--- config.mk ---
export PLATFORM = sky130hd
export DESIGN_NAME = sram_strobe_ctrl
export DESIGN_NICKNAME = d
export VERILOG_FILES = /design/src/rtl/sram_strobe_pkg.sv /design/src/rtl/sram_phase_timer.sv /design/src/rtl/sram_pin_driver.sv /design/src/rtl/sram_strobe_ctrl.sv
export SDC_FILE = /design/constraint.sdc
export NUM_CORES = 1
export LEC_CHECK = 0
export BUFFER_PORTS_ARGS = -buffer_cell sky130_fd_sc_hd__buf_2
export CELL_PAD_IN_SITES_DETAIL_PLACEMENT = 0
export CELL_PAD_IN_SITES_GLOBAL_PLACEMENT = 1
export CORE_MARGIN = 1
export CORE_UTILIZATION = 39
export DETAILED_ROUTE_END_ITERATION = 10
export GPL_TIMING_DRIVEN = 0
export MAX_ROUTING_LAYER = met4
export PLACE_DENSITY = 0.79
export SLEW_MARGIN = 10
export SYNTH_ARGS = -nofsm -noshare
export SYNTH_HDL_FRONTEND = slang
export SYNTH_SLANG_ARGS = --single-unit
--- constraint.sdc ---
create_clock -name clk -period 3.6 [get_ports clk]
set_input_delay 0.72 -clock clk [delete_from_list [all_inputs] [get_ports clk]]
set_output_delay 0.72 -clock clk [all_outputs]
set_load 0.03 [all_outputs]
--- src/rtl/sram_strobe_pkg.sv ---
package sram_strobe_pkg;

  typedef enum logic [2:0] {
    PH_IDLE,
    PH_W_TURN,
    PH_W_PULSE,
    PH_W_HOLD,
    PH_R_ACCESS,
    PH_R_RELEASE
  } phase_t;

  typedef struct packed {
    logic ce_n;
    logic we_n;
    logic oe_n;
    logic drive;
  } strobe_t;

  // nanoseconds to whole clock cycles, rounded up, never below one
  function automatic int ns_to_cyc(input int ns, input int clk_ns);
    int c;
    c = (ns + clk_ns - 1) / clk_ns;
    return (c < 1) ? 1 : c;
  endfunction

  function automatic int max3(input int a, input int b, input int c);
    int m;
    m = (a > b) ? a : b;
    return (m > c) ? m : c;
  endfunction

  function automatic strobe_t phase_strobes(input phase_t p);
    strobe_t s;
    case (p)
      PH_W_TURN:    s = '{ce_n: 1'b0, we_n: 1'b1, oe_n: 1'b1, drive: 1'b0};
      PH_W_PULSE:   s = '{ce_n: 1'b0, we_n: 1'b0, oe_n: 1'b1, drive: 1'b1};
      PH_W_HOLD:    s = '{ce_n: 1'b1, we_n: 1'b1, oe_n: 1'b1, drive: 1'b1};
      PH_R_ACCESS:  s = '{ce_n: 1'b0, we_n: 1'b1, oe_n: 1'b0, drive: 1'b0};
      default:      s = '{ce_n: 1'b1, we_n: 1'b1, oe_n: 1'b1, drive: 1'b0};
    endcase
    return s;
  endfunction

endpackage

--- src/rtl/sram_phase_timer.sv ---
module sram_phase_timer #(
  parameter int CNT_W = 3
) (
  input  logic             clk,
  input  logic             rst_n,
  input  logic             load,
  input  logic [CNT_W-1:0] load_len,
  output logic             last
);
  logic [CNT_W-1:0] remain;

  always_ff @(posedge clk or negedge rst_n) begin
    if (!rst_n)                remain <= '0;
    else if (load)             remain <= load_len - CNT_W'(1);
    else if (remain != '0)     remain <= remain - CNT_W'(1);
  end

  assign last = (remain == '0);

endmodule

--- src/rtl/sram_pin_driver.sv ---
module sram_pin_driver
  import sram_strobe_pkg::*;
#(
  parameter int ADDR_W = 19,
  parameter int DATA_W = 8
) (
  input  logic              clk,
  input  logic              rst_n,
  input  phase_t            nxt_ph,
  input  logic              take_op,
  input  logic [ADDR_W-1:0] op_addr,
  input  logic [DATA_W-1:0] op_wdata,
  input  logic              capture,
  input  logic [DATA_W-1:0] dq_in,
  output logic              ce_n,
  output logic              we_n,
  output logic              oe_n,
  output logic              dq_oe,
  output logic [ADDR_W-1:0] addr_q,
  output logic [DATA_W-1:0] wdata_q,
  output logic              rd_valid,
  output logic [DATA_W-1:0] rd_data
);
  strobe_t nxt_s;
  assign nxt_s = phase_strobes(nxt_ph);

  // strobes come straight from flops so the memory never sees decode glitches
  always_ff @(posedge clk or negedge rst_n) begin
    if (!rst_n) begin
      ce_n  <= 1'b1;
      we_n  <= 1'b1;
      oe_n  <= 1'b1;
      dq_oe <= 1'b0;
    end else begin
      ce_n  <= nxt_s.ce_n;
      we_n  <= nxt_s.we_n;
      oe_n  <= nxt_s.oe_n;
      dq_oe <= nxt_s.drive;
    end
  end

  always_ff @(posedge clk or negedge rst_n) begin
    if (!rst_n) begin
      addr_q  <= '0;
      wdata_q <= '0;
    end else if (take_op) begin
      addr_q  <= op_addr;
      wdata_q <= op_wdata;
    end
  end

  always_ff @(posedge clk or negedge rst_n) begin
    if (!rst_n) begin
      rd_valid <= 1'b0;
      rd_data  <= '0;
    end else begin
      rd_valid <= capture;
      if (capture) rd_data <= dq_in;
    end
  end

  assert_valid_single_R3: assert property (@(posedge clk) disable iff (!rst_n)
    rd_valid |=> !rd_valid);

  assert_no_drive_in_read_R2: assert property (@(posedge clk) disable iff (!rst_n)
    !oe_n |-> !dq_oe);

endmodule

--- src/rtl/sram_strobe_ctrl.sv ---
module sram_strobe_ctrl
  import sram_strobe_pkg::*;
#(
  parameter int ADDR_W       = 19,
  parameter int DATA_W       = 8,
  parameter int CLK_NS       = 10,
  parameter int T_ACC_NS     = 55,
  parameter int T_OE_ACC_NS  = 25,
  parameter int T_RDCYC_NS   = 55,
  parameter int T_WEPULSE_NS = 45,
  parameter int T_DSETUP_NS  = 30,
  parameter int T_WRCYC_NS   = 55,
  parameter int T_HIGHZ_NS   = 20
) (
  input  logic              clk,
  input  logic              rst_n,
  input  logic              req,
  input  logic              req_we,
  input  logic [ADDR_W-1:0] req_addr,
  input  logic [DATA_W-1:0] req_wdata,
  output logic              req_ack,
  output logic              rd_valid,
  output logic [DATA_W-1:0] rd_data,
  output logic              sram_ce_n,
  output logic              sram_we_n,
  output logic              sram_oe_n,
  output logic [ADDR_W-1:0] sram_addr,
  output logic [DATA_W-1:0] sram_dq_out,
  input  logic [DATA_W-1:0] sram_dq_in,
  output logic              sram_dq_oe
);
  localparam int TURN_CYC  = ns_to_cyc(T_HIGHZ_NS, CLK_NS);
  localparam int PULSE_CYC = max3(ns_to_cyc(T_WEPULSE_NS, CLK_NS),
                                  ns_to_cyc(T_DSETUP_NS, CLK_NS),
                                  ns_to_cyc(T_WRCYC_NS, CLK_NS) - TURN_CYC - 1);
  localparam int ACC_CYC   = max3(ns_to_cyc(T_ACC_NS, CLK_NS),
                                  ns_to_cyc(T_OE_ACC_NS, CLK_NS),
                                  ns_to_cyc(T_RDCYC_NS, CLK_NS) - 1);
  localparam int LEN_MAX   = max3(TURN_CYC, PULSE_CYC, ACC_CYC);
  localparam int CNT_W     = $clog2(LEN_MAX + 1);

  phase_t           cur_ph, nxt_ph;
  logic             ph_last, ph_load, accept, capture;
  logic [CNT_W-1:0] nxt_len;

  assign accept  = (cur_ph == PH_IDLE) && req;
  assign req_ack = accept;
  assign capture = (cur_ph == PH_R_ACCESS) && ph_last;
  assign ph_load = (nxt_ph != cur_ph);

  always_comb begin
    nxt_ph = cur_ph;
    case (cur_ph)
      PH_IDLE:      if (req) nxt_ph = req_we ? PH_W_TURN : PH_R_ACCESS;
      PH_W_TURN:    if (ph_last) nxt_ph = PH_W_PULSE;
      PH_W_PULSE:   if (ph_last) nxt_ph = PH_W_HOLD;
      PH_W_HOLD:    nxt_ph = PH_IDLE;
      PH_R_ACCESS:  if (ph_last) nxt_ph = PH_R_RELEASE;
      PH_R_RELEASE: nxt_ph = PH_IDLE;
      default:      nxt_ph = PH_IDLE;
    endcase
  end

  always_comb begin
    case (nxt_ph)
      PH_W_TURN:   nxt_len = CNT_W'(TURN_CYC);
      PH_W_PULSE:  nxt_len = CNT_W'(PULSE_CYC);
      PH_R_ACCESS: nxt_len = CNT_W'(ACC_CYC);
      default:     nxt_len = CNT_W'(1);
    endcase
  end

  always_ff @(posedge clk or negedge rst_n) begin
    if (!rst_n) cur_ph <= PH_IDLE;
    else        cur_ph <= nxt_ph;
  end

  sram_phase_timer #(.CNT_W(CNT_W)) u_timer (
    .clk      (clk),
    .rst_n    (rst_n),
    .load     (ph_load),
    .load_len (nxt_len),
    .last     (ph_last)
  );

  sram_pin_driver #(.ADDR_W(ADDR_W), .DATA_W(DATA_W)) u_pins (
    .clk      (clk),
    .rst_n    (rst_n),
    .nxt_ph   (nxt_ph),
    .take_op  (accept),
    .op_addr  (req_addr),
    .op_wdata (req_wdata),
    .capture  (capture),
    .dq_in    (sram_dq_in),
    .ce_n     (sram_ce_n),
    .we_n     (sram_we_n),
    .oe_n     (sram_oe_n),
    .dq_oe    (sram_dq_oe),
    .addr_q   (sram_addr),
    .wdata_q  (sram_dq_out),
    .rd_valid (rd_valid),
    .rd_data  (rd_data)
  );

  // run-length counters at the pins, used only by the checks below
  logic [CNT_W-1:0] oe_hi_run, we_lo_run;

  always_ff @(posedge clk or negedge rst_n) begin
    if (!rst_n) begin
      oe_hi_run <= '0;
      we_lo_run <= '0;
    end else begin
      if (!sram_oe_n)                       oe_hi_run <= '0;
      else if (oe_hi_run != CNT_W'(LEN_MAX)) oe_hi_run <= oe_hi_run + CNT_W'(1);
      if (sram_we_n)                        we_lo_run <= '0;
      else if (we_lo_run != CNT_W'(LEN_MAX)) we_lo_run <= we_lo_run + CNT_W'(1);
    end
  end

  assert_enable_needs_ce_R2: assert property (@(posedge clk) disable iff (!rst_n)
    (!sram_we_n || !sram_oe_n) |-> !sram_ce_n);

  assert_turnaround_R4: assert property (@(posedge clk) disable iff (!rst_n)
    $rose(sram_dq_oe) |-> (oe_hi_run >= CNT_W'(TURN_CYC)));

  assert_we_width_R5: assert property (@(posedge clk) disable iff (!rst_n)
    $rose(sram_we_n) |-> (we_lo_run >= CNT_W'(PULSE_CYC)));

  assert_oe_off_in_write_R5: assert property (@(posedge clk) disable iff (!rst_n)
    !sram_we_n |-> sram_oe_n);

  assert_hold_after_write_R6: assert property (@(posedge clk) disable iff (!rst_n)
    $rose(sram_we_n) |-> (sram_dq_oe && $stable(sram_addr) && $stable(sram_dq_out)));

  assert_addr_stable_R8: assert property (@(posedge clk) disable iff (!rst_n)
    (!sram_ce_n && $past(!sram_ce_n)) |-> $stable(sram_addr));

  assert_ack_when_idle_R7: assert property (@(posedge clk) disable iff (!rst_n)
    req_ack |-> (sram_ce_n && sram_we_n && sram_oe_n && !rd_valid));

endmodule

==> flow_summary_export.csv <==
group,metric,value,unit
sta,fin_crit_sh,0.6521,
cells_and_area,fillers,428,
sta,setup_slack,1252,ps
cells_and_area,antennaDiodeCount,0,
grt,grt_overflow,0,
sta,slew_viol_final,0,
critical_path,start_kind,"input pin",
clock_network,cts_resized,0,
sta,finalSetupViolations,0,
synth,synth-seq-cells,46,
job,maxCapViolations,0,
sta,hold_violations,0,
cells_and_area,drive_gt1_frac,0.5348,
grt,grt_max_degree,47,
placed_design,hpwlAfterDp,2727,um
critical_path,worst_path_most_repeated_cell,"buf_2",
floorplanning,die_y,72.18,um
synth,synth_top_area_frac,0.5603,
clock_network,h-tree-depth,2,
min_path,holdCritPathClass,"reg -> reg",
drt,wirelength,3594,um
cells_and_area,postLayoutCoreUtil,0.5306,
critical_path,end_kind,"output pin",
floorplanning,start_util,0.4066,
critical_path,crit_path_top_delay_cell,"buf_2",
critical_path,crit_type,"in -> out",
power,ir_drop,0.0003031,V
synth,synth_cells,143,
drt,ant_nets,0,
sta,fmax,0.4260,GHz
drt,wl_per_cell,12.10,um
drt,vias,1361,
grt,grt_usage,0.1492,
drt,dr.pass1.iters,4,
synth,syn_avg_cell_area,13.43,um2
drt,viasPerCell,4.582,
critical_path,crit_path_cell_trace,"buf_2 > nand2b_1 > nor3_1 > buf_2 > buf_2",
power,cellPowerDensity,1071,nW/um2
power,finalPower,2.683,mW
clock_network,postCtsHoldBufs,0,
grt,antenna_found_initial,0,
critical_path,path_max_fanout,10,
sta,final.min_clock_period,2348,ps
clock_network,post_cts_buffers,0,
placed_design,gp_congestion,0.7527,
grt,grt_pass1_wl,5837,um
sta,maxSlewHeadroom,0.3482,
clock_network,cts_tree,"yes",
sta,clock-skew-final,4.376,ps
clock_network,cts-buffers-inserted,5,
synth,synth.largest_area_cell,"dfrtp_1",
clock_network,clock_path_buffers,2,
grt,grt_pass1_vias,1279,
synth,yosys_warnings,0,
cells_and_area,areaGrowthSynthToFinish,30.49,%
synth,synth_area_leaders,"dfrtp_1, mux2_2, mux2_1",
floorplanning,fp.dieW,72.18,um
clock_network,cts.sinks,46,
synth,netlist_area,1921,um2
sta,rsz0062_at_grt,"false",
clock_network,clk_pin_slew_worst_paths,80,ps
placed_design,placed_cell_area,2400,um2
cells_and_area,multi_input_area,716.9,um2
critical_path,crit_required,2880,ps
floorplanning,io-pin-count,80,
critical_path,arrival,1630,ps
critical_path,critical-path-max-stage-delay,280,ps
cells_and_area,final_nets,269,
floorplanning,num_rows,25,
drt,drc,0,
synth,syn_nets,183,
synth,yosys.cell_types.count,35,
cells_and_area,fin_area,2506,um2
floorplanning,dieArea,5209,um2
sta,worst_pin_slew,977.7,ps
run_status,outcome,"finished, final reports clean",
placed_design,port_buffers,79,
clock_network,root_buffer,"clkbuf_8",
synth,synth-seq-area-share,0.6013,
placed_design,dp_slack,1231,ps
floorplanning,coreArea,4723,um2
power,p_leak,1.202,nW
clock_network,worstSkewPairLatency,290,ps
sta,finalSetupTns,0,ps
drt,drtIter0Drc,50,
cells_and_area,seq_area,1155,um2
power breakdown:
part           switching (mW)  leakage (nW)  internal [mW]
combinational           0.879         0.606          0.520
sequential              0.129         0.544          0.790
clock                   0.158        0.0524          0.208
total                    1.17          1.20           1.52
critical path: cells and delay by family:
kind	cells	cell delay, ps
buffers and inverters	3	650
and+or+nand+nor	2	240
registers in the layout, indices dropped and copies added, names as in the netlist:
name and count:
u_pins.ce_n 1, u_pins.wdata_q 8, u_pins.addr_q 19, u_pins.dq_oe 1, u_pins.rd_valid 1, u_pins.oe_n 1, u_pins.we_n 1, cur_ph 3
u_pins.rd_data 8, u_timer.remain 3
layout make-up:
type / instances / share of cell area
buffer: 6 / 0.01048
multi-input combinational: 85 / 0.2861
clock buffer: 7 / 0.03045
clock inverter: 1 / 0.01198
sequential: 46 / 0.4608
inverter: 6 / 0.008987
tap: 67 / 0.03345
timing repair buffer: 79 / 0.1578
logic make-up (layout without fill, tap and decap cells):
family / Yosys count / in the layout / share of synthesized area
DFF: 46 / 46 / 0.6013
muxes: 35 / 35 / 0.2052
and+or+nand+nor: 29 / 29 / 0.08599
AOI/OAI and AO/OA: 18 / 18 / 0.06580
buffers and inverters: 12 / 99 / 0.02540
adders and majority gates: 2 / 2 / 0.01173
xor gates and xnor gates: 1 / 1 / 0.004561
cells in the mapped netlist, drive strengths merged:
library cell and n:
nor2b 1, a21boi 2, dfrtp 43, o31ai 1
a221oi 1, or3 3, o21ai 4, dfstp 3
a22oi 1, nand2b 3, o311ai 1, o22ai 1
nand3 2, buf 4, nor2 13, maj3 1
nor3 4, mux2 35, a211oi 1, inv 6
o21bai 1, nor3b 1, ha 1, a21oi 3
and4 1, clkbuf 2, a31o 1, o31a 1
xnor2 1, nand2 1
cells in the final DEF (no fill, tap or decap), types with 2 or more instances in the layout:
master / Yosys / final
dfrtp_1: 43 / 43
mux2_2: 25 / 25
a21oi_1: 3 / 3
nand2b_1: 3 / 3
clkbuf_8: 0 / 5
o21ai_0: 4 / 4
nor2_1: 13 / 13
a21boi_0: 2 / 2
buf_2: 3 / 82
clkbuf_1: 2 / 4
nor3_1: 3 / 3
inv_1: 6 / 6
or3_1: 2 / 2
mux2_1: 10 / 10
dfstp_2: 3 / 3
worst paths after layout:
check	from	endpoint	slack, ps	depth (start not counted)
hold / removal	u_pins.addr_q[6]	u_pins.addr_q[6]	490	1
hold reg to reg	u_pins.addr_q[6]	u_pins.addr_q[6]	490	1
setup / recovery	req	req_ack	1250	5
min in group asynchronous	rst_n	u_pins.wdata_q[6]	590	1
max in group asynchronous	rst_n	u_pins.addr_q[15]	2410	1
setup reg to reg	cur_ph[1]	u_timer.remain[2]	1600	7
per-layer routing:
metal | routed length [um] | share of wire | GRT usage | vias up
met4 | 34 | 0.0095 | 0.04575 | 0
li1 | - | - | - | 676
met1 | 1684 | 0.47 | 0.1973 | 633
met5 | 0 | 0 | - | -
met2 | 1640 | 0.46 | 0.2274 | 48
met3 | 235 | 0.065 | 0.03750 | 4
metrics by stage:
step           cells  hold WS, ps
4_1_cts          297        489.9
3_3_place_gp     289        463.7
2_1_floorplan    143        424.4
3_5_place_dp     289        471.4
5_1_grt          297        499.1
6_report         297        487.1
(Power assumes the default switching activity.)
